--- config.mk ---
export PLATFORM = sky130hd
export DESIGN_NAME = dmac_glob_ctl
export DESIGN_NICKNAME = d
export VERILOG_FILES = /design/src/rtl/dmac_pkg.sv /design/src/rtl/dmac_addr_dec.sv /design/src/rtl/dmac_en_fsm.sv /design/src/rtl/dmac_chan_flags.sv /design/src/rtl/dmac_glob_ctl.sv
export SDC_FILE = /design/constraint.sdc
export NUM_CORES = 1
export LEC_CHECK = 0
export ABC_AREA = 1
export BUFFER_PORTS_ARGS = -buffer_cell sky130_fd_sc_hd__buf_2
export CAP_MARGIN = 15
export CORE_AREA = 2 2 110 112
export CTS_CLUSTER_DIAMETER = 80
export DETAILED_ROUTE_END_ITERATION = 8
export DIE_AREA = 0 0 112 114
export PLACE_DENSITY = 0.77
export SYNTH_ARGS = -nofsm -noshare
export SYNTH_HDL_FRONTEND = slang
export SYNTH_SLANG_ARGS = --single-unit
--- constraint.sdc ---
create_clock -name clk_i -period 3.95 [get_ports clk_i]
set_input_delay 0.5925 -clock clk_i [delete_from_list [all_inputs] [get_ports clk_i]]
set_output_delay 0.5925 -clock clk_i [all_outputs]
set_load 0.03 [all_outputs]
--- src/rtl/dmac_pkg.sv ---
`timescale 1ns/1ps
package dmac_pkg;
    typedef enum logic [1:0] {
        EN_OFF  = 2'd0,
        EN_WAKE = 2'd1,
        EN_ON   = 2'd2
    } en_state_t;

    // global register index (address bits 3:2 inside the global window)
    localparam logic [1:0] GI_CTRL  = 2'd0;
    localparam logic [1:0] GI_PEND  = 2'd1;
    localparam logic [1:0] GI_DBELL = 2'd2;
    localparam logic [1:0] GI_DBSET = 2'd3;

    // control word bit positions
    localparam int CB_EN    = 0;
    localparam int CB_ERR   = 2;
    localparam int CB_HALT  = 3;
    localparam int CB_FAST  = 27;
    localparam int FAST_W   = 5;

    localparam int BANK_BYTES = 32;
    localparam int GLOB_BASE  = 32'h1000;
endpackage

--- src/rtl/dmac_addr_dec.sv ---
`timescale 1ns/1ps
module dmac_addr_dec #(
    parameter int NCH = 32,
    parameter int AW  = 13
) (
    input  logic           valid_i,
    input  logic [AW-1:0]  addr_i,
    output logic           glob_hit_o,
    output logic [1:0]     glob_idx_o,
    output logic           ch_hit_o,
    output logic [NCH-1:0] ch_sel_o
);
    import dmac_pkg::*;
    localparam int CHW = $clog2(NCH);
    localparam int OFFW = $clog2(BANK_BYTES);
    localparam logic [AW-1:0] CH_SPAN = AW'(NCH * BANK_BYTES);
    localparam logic [AW-1:0] GBASE   = AW'(GLOB_BASE);

    assign ch_hit_o   = valid_i && (addr_i < CH_SPAN);
    assign glob_hit_o = valid_i && ((addr_i >> 4) == (GBASE >> 4));
    assign glob_idx_o = addr_i[3:2];

    for (genvar i = 0; i < NCH; i++) begin : g_sel
        assign ch_sel_o[i] = ch_hit_o && (addr_i[OFFW+CHW-1:OFFW] == CHW'(i));
    end
endmodule

--- src/rtl/dmac_en_fsm.sv ---
`timescale 1ns/1ps
module dmac_en_fsm (
    input  logic                 clk_i,
    input  logic                 rst_ni,
    input  logic                 ctrl_wr_i,
    input  logic                 en_bit_i,
    output dmac_pkg::en_state_t  state_o,
    output logic                 active_o
);
    import dmac_pkg::*;
    en_state_t state_q, state_d;

    always_ff @(posedge clk_i or negedge rst_ni) begin
        if (!rst_ni) state_q <= EN_OFF;
        else         state_q <= state_d;
    end

    always_comb begin
        state_d = state_q;
        unique case (state_q)
            EN_OFF:  if (ctrl_wr_i && en_bit_i) state_d = EN_WAKE;
            EN_WAKE: state_d = (ctrl_wr_i && !en_bit_i) ? EN_OFF : EN_ON;
            EN_ON:   if (ctrl_wr_i && !en_bit_i) state_d = EN_OFF;
            default: state_d = EN_OFF;
        endcase
    end

    always_comb begin
        state_o  = state_q;
        active_o = (state_q == EN_ON);
    end
endmodule

--- src/rtl/dmac_chan_flags.sv ---
`timescale 1ns/1ps
module dmac_chan_flags #(
    parameter int NCH = 32
) (
    input  logic           clk_i,
    input  logic           rst_ni,
    input  logic           pend_wr_i,
    input  logic           dbset_wr_i,
    input  logic [NCH-1:0] wmask_i,
    input  logic [NCH-1:0] done_i,
    input  logic [NCH-1:0] ack_i,
    output logic [NCH-1:0] pend_o,
    output logic [NCH-1:0] db_o
);
    for (genvar n = 0; n < NCH; n++) begin : g_ch
        logic pend_q, db_q;
        logic clr_pend, set_db;
        assign clr_pend = pend_wr_i && !wmask_i[n];
        assign set_db   = dbset_wr_i && wmask_i[n];

        always_ff @(posedge clk_i or negedge rst_ni) begin
            if (!rst_ni) begin
                pend_q <= 1'b0;
                db_q   <= 1'b0;
            end else begin
                pend_q <= done_i[n] | (pend_q & ~clr_pend);
                db_q   <= set_db | (db_q & ~ack_i[n]);
            end
        end
        assign pend_o[n] = pend_q;
        assign db_o[n]   = db_q;
    end
endmodule

--- src/rtl/dmac_glob_ctl.sv ---
`timescale 1ns/1ps
module dmac_glob_ctl #(
    parameter int NCH = 32,
    parameter int AW  = 13
) (
    input  logic           clk_i,
    input  logic           rst_ni,
    input  logic           bus_valid_i,
    input  logic           bus_write_i,
    input  logic [AW-1:0]  bus_addr_i,
    input  logic [31:0]    bus_wdata_i,
    output logic [31:0]    bus_rdata_o,
    output logic [NCH-1:0] ch_sel_o,
    output logic           ch_we_o,
    output logic [4:0]     ch_off_o,
    output logic [31:0]    ch_wdata_o,
    input  logic [31:0]    ch_rdata_i,
    input  logic [NCH-1:0] ch_done_i,
    input  logic [NCH-1:0] ch_db_ack_i,
    output logic [NCH-1:0] ch_db_o,
    input  logic           err_evt_i,
    input  logic           halt_evt_i,
    output logic           irq_o
);
    import dmac_pkg::*;

    logic           glob_hit, ch_hit;
    logic [1:0]     glob_idx;
    logic           gwr, ctrl_wr, pend_wr, dbset_wr;
    en_state_t      en_state;
    logic           en_active;
    logic [NCH-1:0] pend_q;
    logic           err_q, halt_q;
    logic [FAST_W-1:0] fast_q;

    dmac_addr_dec #(.NCH(NCH), .AW(AW)) u_dec (
        .valid_i    (bus_valid_i),
        .addr_i     (bus_addr_i),
        .glob_hit_o (glob_hit),
        .glob_idx_o (glob_idx),
        .ch_hit_o   (ch_hit),
        .ch_sel_o   (ch_sel_o)
    );

    assign gwr      = glob_hit && bus_write_i;
    assign ctrl_wr  = gwr && (glob_idx == GI_CTRL);
    assign pend_wr  = gwr && (glob_idx == GI_PEND);
    assign dbset_wr = gwr && (glob_idx == GI_DBSET);

    assign ch_we_o    = ch_hit && bus_write_i;
    assign ch_off_o   = bus_addr_i[4:0];
    assign ch_wdata_o = bus_wdata_i;

    dmac_en_fsm u_fsm (
        .clk_i     (clk_i),
        .rst_ni    (rst_ni),
        .ctrl_wr_i (ctrl_wr),
        .en_bit_i  (bus_wdata_i[CB_EN]),
        .state_o   (en_state),
        .active_o  (en_active)
    );

    dmac_chan_flags #(.NCH(NCH)) u_flags (
        .clk_i      (clk_i),
        .rst_ni     (rst_ni),
        .pend_wr_i  (pend_wr),
        .dbset_wr_i (dbset_wr),
        .wmask_i    (bus_wdata_i[NCH-1:0]),
        .done_i     (ch_done_i),
        .ack_i      (ch_db_ack_i),
        .pend_o     (pend_q),
        .db_o       (ch_db_o)
    );

    always_ff @(posedge clk_i or negedge rst_ni) begin
        if (!rst_ni) begin
            err_q  <= 1'b0;
            halt_q <= 1'b0;
            fast_q <= '0;
        end else begin
            err_q  <= err_evt_i  | (err_q  & ~(ctrl_wr & ~bus_wdata_i[CB_ERR]));
            halt_q <= halt_evt_i | (halt_q & ~(ctrl_wr & ~bus_wdata_i[CB_HALT]));
            if (ctrl_wr) fast_q <= bus_wdata_i[CB_FAST +: FAST_W];
        end
    end

    always_comb begin
        bus_rdata_o = '0;
        if (ch_hit) begin
            bus_rdata_o = ch_rdata_i;
        end else if (glob_hit) begin
            unique case (glob_idx)
                GI_CTRL: begin
                    bus_rdata_o[CB_FAST +: FAST_W] = fast_q;
                    bus_rdata_o[CB_HALT] = halt_q;
                    bus_rdata_o[CB_ERR]  = err_q;
                    bus_rdata_o[CB_EN]   = en_active;
                end
                GI_PEND:  bus_rdata_o[NCH-1:0] = pend_q;
                GI_DBELL: bus_rdata_o[NCH-1:0] = ch_db_o;
                default:  bus_rdata_o = '0;
            endcase
        end
    end

    assign irq_o = en_active && (|pend_q);
endmodule

Word level (Yosys, flattened, before mapping)
Index checks and enable logic that the tools add are counted.

word-level totals
  bits in registers = 73
  output and inout port bits = 135
  input bits = 147

operators by class
  equality and inequality tests = 39
  reductions and logical operators = 143
  bitwise operators = 202
  magnitude comparators = 1
  mux-type cells = 11

operators by type and width
  operator              count
  $logic_and 1x1->1     106
  $eq 5x5->1 const B    16
  $and 1x1->1           68
  $not 1->1             68
  $or 1x1->1            66
  $mux 32               2
  $pmux 23 s2           1
  $eq 5x4->1 const B    8
  $logic_not 1->1       32
  $reduce_or 32->1      1
  $eq 5x3->1 const B    4
  $pmux 5 s3            1
  $lt 13x11->1 const B  1
  $pmux 2 s3            2
  $eq 5x2->1 const B    2
  $eq 9x9->1 const B    1
  $eq 2x2->1 const B    3
  $mux 2                3
  $eq 5x1->1 const B    1
  $logic_not 5->1       1
  $eq 2x1->1 const B    2
  $logic_not 2->1       2
  $ne 2x1->1 const B    2
  $pmux 1 s3            1
  other kinds (2)       2

Depth between registers and ports, before layout
  depth in word-level cells = 8
  mapped depth = 8

Cells and area by module
From an unflattened synthesis, not the netlist that was laid out.

unflattened totals
  cells, all modules = 747
  area, all modules = 5212.5 um^2

by module, submodules not included
  module           cells an instance  times used  area an instance (um^2)  sequential area each (um^2)
  dmac_chan_flags  390                1           3139.3                   1601.5
  dmac_glob_ctl    267                1           1606.5                   175.2
  dmac_addr_dec    78                 1           377.9                    0.0
  dmac_en_fsm      12                 1           88.8                     50.0

Least setup slack after synthesis
OpenSTA, ideal clock, no wires.

  kind = input to output
  from = in bus_addr_i[3]
  to = out bus_rdata_o[23]
  setup slack = 1.305 ns
  arrival = 2.053 ns
  data required time = 3.357 ns
  stages on the path = 8
  cells stage by stage = inv_1 -> ha_1 -> buf_2 -> inv_1 -> clkbuf_1 -> o21ai_0 -> inv_1 -> o21ai_0

on the way
  longest elaborated chain between the ends = 4
  elaborated cells on any way between the ends = 7

RTL lines
  element                                               line                 source
  from (decl)                                           dmac_glob_ctl.sv:10  input logic [AW-1:0] bus_addr_i,
  branches (longest 3 deep; another with $lt 13x11->1)  n/a
  $mux 32 (*)                                           dmac_glob_ctl.sv:89  if (ch_hit) begin
  to (decl)                                             dmac_glob_ctl.sv:12  output logic [31:0] bus_rdata_o,

Mark *: on every way between the ends.

Worst setup path after layout
  from = in bus_addr_i[3]
  to = out bus_rdata_o[12]

The elaborated chain is that of the path after synthesis.

==> flow_summary.json <==
{
  "grt_pass1_wl_um": 23600,
  "crit_fanout": 30,
  "grt_max_degree": 74,
  "postCtsSetupRepairBufs": 0,
  "synth-warning-count": 0,
  "dr.pass1.iters": 7,
  "ir_worst_vdd_mv": 0.262,
  "crit_buf_inv": 5,
  "timing.final.hold_violations": 0,
  "area.growth.synth_to_final_pct": 24.7,
  "finalCritPeriodShare_pct": 73.0,
  "antenna_found_initial": 2,
  "routed_wl_um": 15500,
  "grt_overflow": 0,
  "crit_chain": "buf_2, inv_1, ha_2, inv_1, o21ai_0, inv_1, o21ai_1, buf_2",
  "numCtsBuffers": 9,
  "met2_usage_pct": 41.3,
  "final_area_um2": 6320,
  "die_h_um": 114,
  "cpMostUsedCell": "inv_1",
  "initial_core_util_pct": 43.2,
  "n_fill_cell": 1244,
  "netlist_instances": 763,
  "required_ns": 3.36,
  "min_period_ns": 2.88,
  "ys_ff_latch": 73,
  "max_freq_ghz": 0.347,
  "final-setup-viol-count": 0,
  "path_clk_slew_ns": 0.06,
  "hold_class": "input port to async pin",
  "busiest_layer": "met2",
  "rsz0062_at_grt": "no",
  "drc": 0,
  "start_kind": "input port",
  "cts_tree": "yes",
  "slew_viol_final": 0,
  "dp_hpwl_um": 11400,
  "post_drt_wl_per_cell_um": 13.9,
  "grt_usage_pct": 23.3,
  "core_um2": 11700,
  "worst_pin_slew_ns": 0.965,
  "arrival_ns": 2.29,
  "dpl-instance-area_um2": 6020,
  "rows": 40,
  "final_nets": 1111,
  "viasPerCell": 4.71,
  "drtIter0Drc": 313,
  "root_buffer": "clkbuf_16",
  "fin_skew_ns": 0.000373,
  "dieWidth_um": 112,
  "yosys.cell_types.count": 23,
  "antenna_left": 0,
  "end_kind": "primary output",
  "critPathTopFamily": "buffers and inverters",
  "synth_nets": 915,
  "hold_buffers": 0,
  "postCtsResizedCells": 0,
  "cts_max_level": 3,
  "slowest_delay_ns": 0.69,
  "cts_sinks": 73,
  "ys_seq_area_share_pct": 36.1,
  "io_buffers": 277,
  "cellPowerDensity_nw_per_um2": 290,
  "syn_area_per_cell_um2": 6.64,
  "die_area_um2": 12800,
  "first_global_vias": 4725,
  "leakagePower_nw": 3.91,
  "crit_path_top_delay_cell": "inv_1",
  "gr-usage-met3_pct": 4.41,
  "timing.setup.tns_ns": 0,
  "maxSlewHeadroom_pct": 35.7,
  "boundaryPins": 282,
  "cts_buffer_depth": 2,
  "grt.met1_usage_pct": 29.3,
  "clk_latency_ns": 0.32,
  "status": "complete, no violations",
  "r2r_slack_ns": 3.20,
  "syn_area_um2": 5060,
  "worstSetupPathType": "input port to primary output",
  "globalplace.congestion": 0.900,
  "drive_gt1_share_pct": 31.8,
  "drv_cap": 0,
  "num_vias": 5232
}
==> logic make-up (layout without fill, tap and decap cells) <==
family / count (synthesis) / in the layout / synth area share (%)
AND/OR/NAND/NOR: 328 / 328 / 27.7
buffers and inverters: 266 / 467 / 25.7
AO/OA/AOI/OAI: 91 / 91 / 9.29
flip-flops: 73 / 73 / 36.1
adder cells (fa/ha/maj): 5 / 5 / 1.24
other: 0 / 1 / 0
==> cells in the mapped netlist <==
| master | instances | area share [%] |
|---|---|---|
| nand2_1 | 222 | 16 |
| inv_1 | 166 | 12 |
| dfrtp_1 | 73 | 36 |
| buf_4 | 72 | 11 |
| o21ai_0 | 48 | 4.7 |
| nor2_1 | 46 | 3.4 |
| nand4_1 | 43 | 5.3 |
| o21ai_1 | 37 | 3.7 |
| clkbuf_1 | 10 | 0.74 |
| buf_2 | 8 | 0.79 |
| nand3_1 | 8 | 0.79 |
| o211ai_1 | 6 | 0.89 |
| buf_1 | 5 | 0.37 |
| ha_1 | 5 | 1.2 |
| buf_6 | 3 | 0.67 |
| nor2_4 | 3 | 0.67 |
| nor2_2 | 2 | 0.25 |
| and2_1 | 1 | 0.12 |
| clkinv_1 | 1 | 0.074 |
| inv_2 | 1 | 0.074 |
| nand3_2 | 1 | 0.20 |
| nand3_4 | 1 | 0.35 |
| nor3b_1 | 1 | 0.15 |
==> area by class of cell <==
type / count / area, um2 / area share, %
diodes: 1 / 2.50 / 0.0396
clock buffers: 10 / 229 / 3.63
clock inverters: 6 / 66.3 / 1.05
inverters: 168 / 631 / 9.98
multi-input cells: 424 / 1940 / 30.8
flip-flops and latches: 73 / 1830 / 28.9
well taps: 147 / 184 / 2.91
repair buffers: 283 / 1430 / 22.7
==> worst reg2reg max path: stages, from the launching register on <==
cell	delay, ns
dfrtp_1	0.38
inv_1	0.09
nand2_1	0.07
nand2_1	0.06
nand2_1	0.05
inv_1	0.04
==> flip-flops by register name, summed over array words and instances (netlist names) <==
| signal | count |
|---|---|
| err_q | 1 |
| fast_q | 5 |
| halt_q | 1 |
| u_flags.g_ch.db_q | 32 |
| u_flags.g_ch.pend_q | 32 |
| u_fsm.state_o | 2 |
==> stage by stage <==
stage | power [mW] | worst slack (ns) | cells | utilization, % | hold slack [ns]
2_1_floorplan | 0.923 | 1.30 | 763 | - | 0.297
6_report | 1.83 | 1.07 | 1112 | 53.9 | 0.408
4_1_cts | 1.85 | 1.05 | 1111 | 53.9 | 0.438
5_1_grt | 1.91 | 0.838 | 1111 | 53.9 | 0.445
3_5_place_dp | 1.03 | 1.06 | 1095 | 51.4 | 0.459
3_3_place_gp | 1.03 | 1.09 | 1095 | 51.4 | 0.454
==> cells in the final DEF, fill, tap and decap left out <==
| master | netlist | layout |
|---|---|---|
| nor2_1 | 46 | 46 |
| nand3_1 | 8 | 8 |
| inv_1 | 166 | 166 |
| nor3b_1 | 1 | 1 |
| o211ai_1 | 6 | 6 |
| clkbuf_16 | 0 | 9 |
| nor2_2 | 2 | 1 |
| o21ai_0 | 48 | 48 |
| dfrtp_1 | 73 | 73 |
| clkbuf_1 | 10 | 1 |
| nor2_4 | 3 | 4 |
| nand4_1 | 43 | 43 |
| buf_2 | 8 | 276 |
| and2_1 | 1 | 1 |
| clkinv_1 | 1 | 1 |
| inv_6 | 0 | 1 |
| o21ai_1 | 37 | 37 |
| diode_2 | 0 | 1 |
| ha_2 | 0 | 1 |
| ha_1 | 5 | 4 |
| buf_4 | 72 | 7 |
| clkinvlp_4 | 0 | 3 |
| bufinv_16 | 0 | 1 |
| nand3_2 | 1 | 1 |
| nand3_4 | 1 | 1 |
| nand2_1 | 222 | 222 |
| inv_2 | 1 | 1 |
| clkinv_2 | 0 | 1 |
==> routing by layer <==
metal	share of wire (%)	vias to the layer above
met3	7.0	21
met2	49	220
met1	42	2349
met5	0.071	-
met4	1.6	2
li1	-	2640
==> final timing paths <==
path                                                   from                                 to  cells after the start
min in group clk_i                            ch_done_i[28]  u_flags.g_ch[28].pend_q$_DFF_PN0_                      3
max reg2reg                    u_fsm.state_o[0]$_DFFE_PN0P_       u_fsm.state_o[1]$_DFFE_PN0P_                      5
max                                           bus_addr_i[3]                    bus_rdata_o[12]                      8
min                                                  rst_ni    u_flags.g_ch[10].db_q$_DFF_PN0_                      1
min reg2reg                u_flags.g_ch[3].pend_q$_DFF_PN0_   u_flags.g_ch[3].pend_q$_DFF_PN0_                      2
max in group asynchronous                            rst_ni              fast_q[4]$_DFFE_PN0N_                      1
==> power by group <==
group	switching, mW	internal [mW]	total [mW]
Clock	0.323	0.490	0.813
Sequential	0.000227	0.748	0.748
Combinational	0.178	0.0930	0.271
Total	0.501	1.33	1.83
No activity file was read; power rests on OpenSTA's default activity.
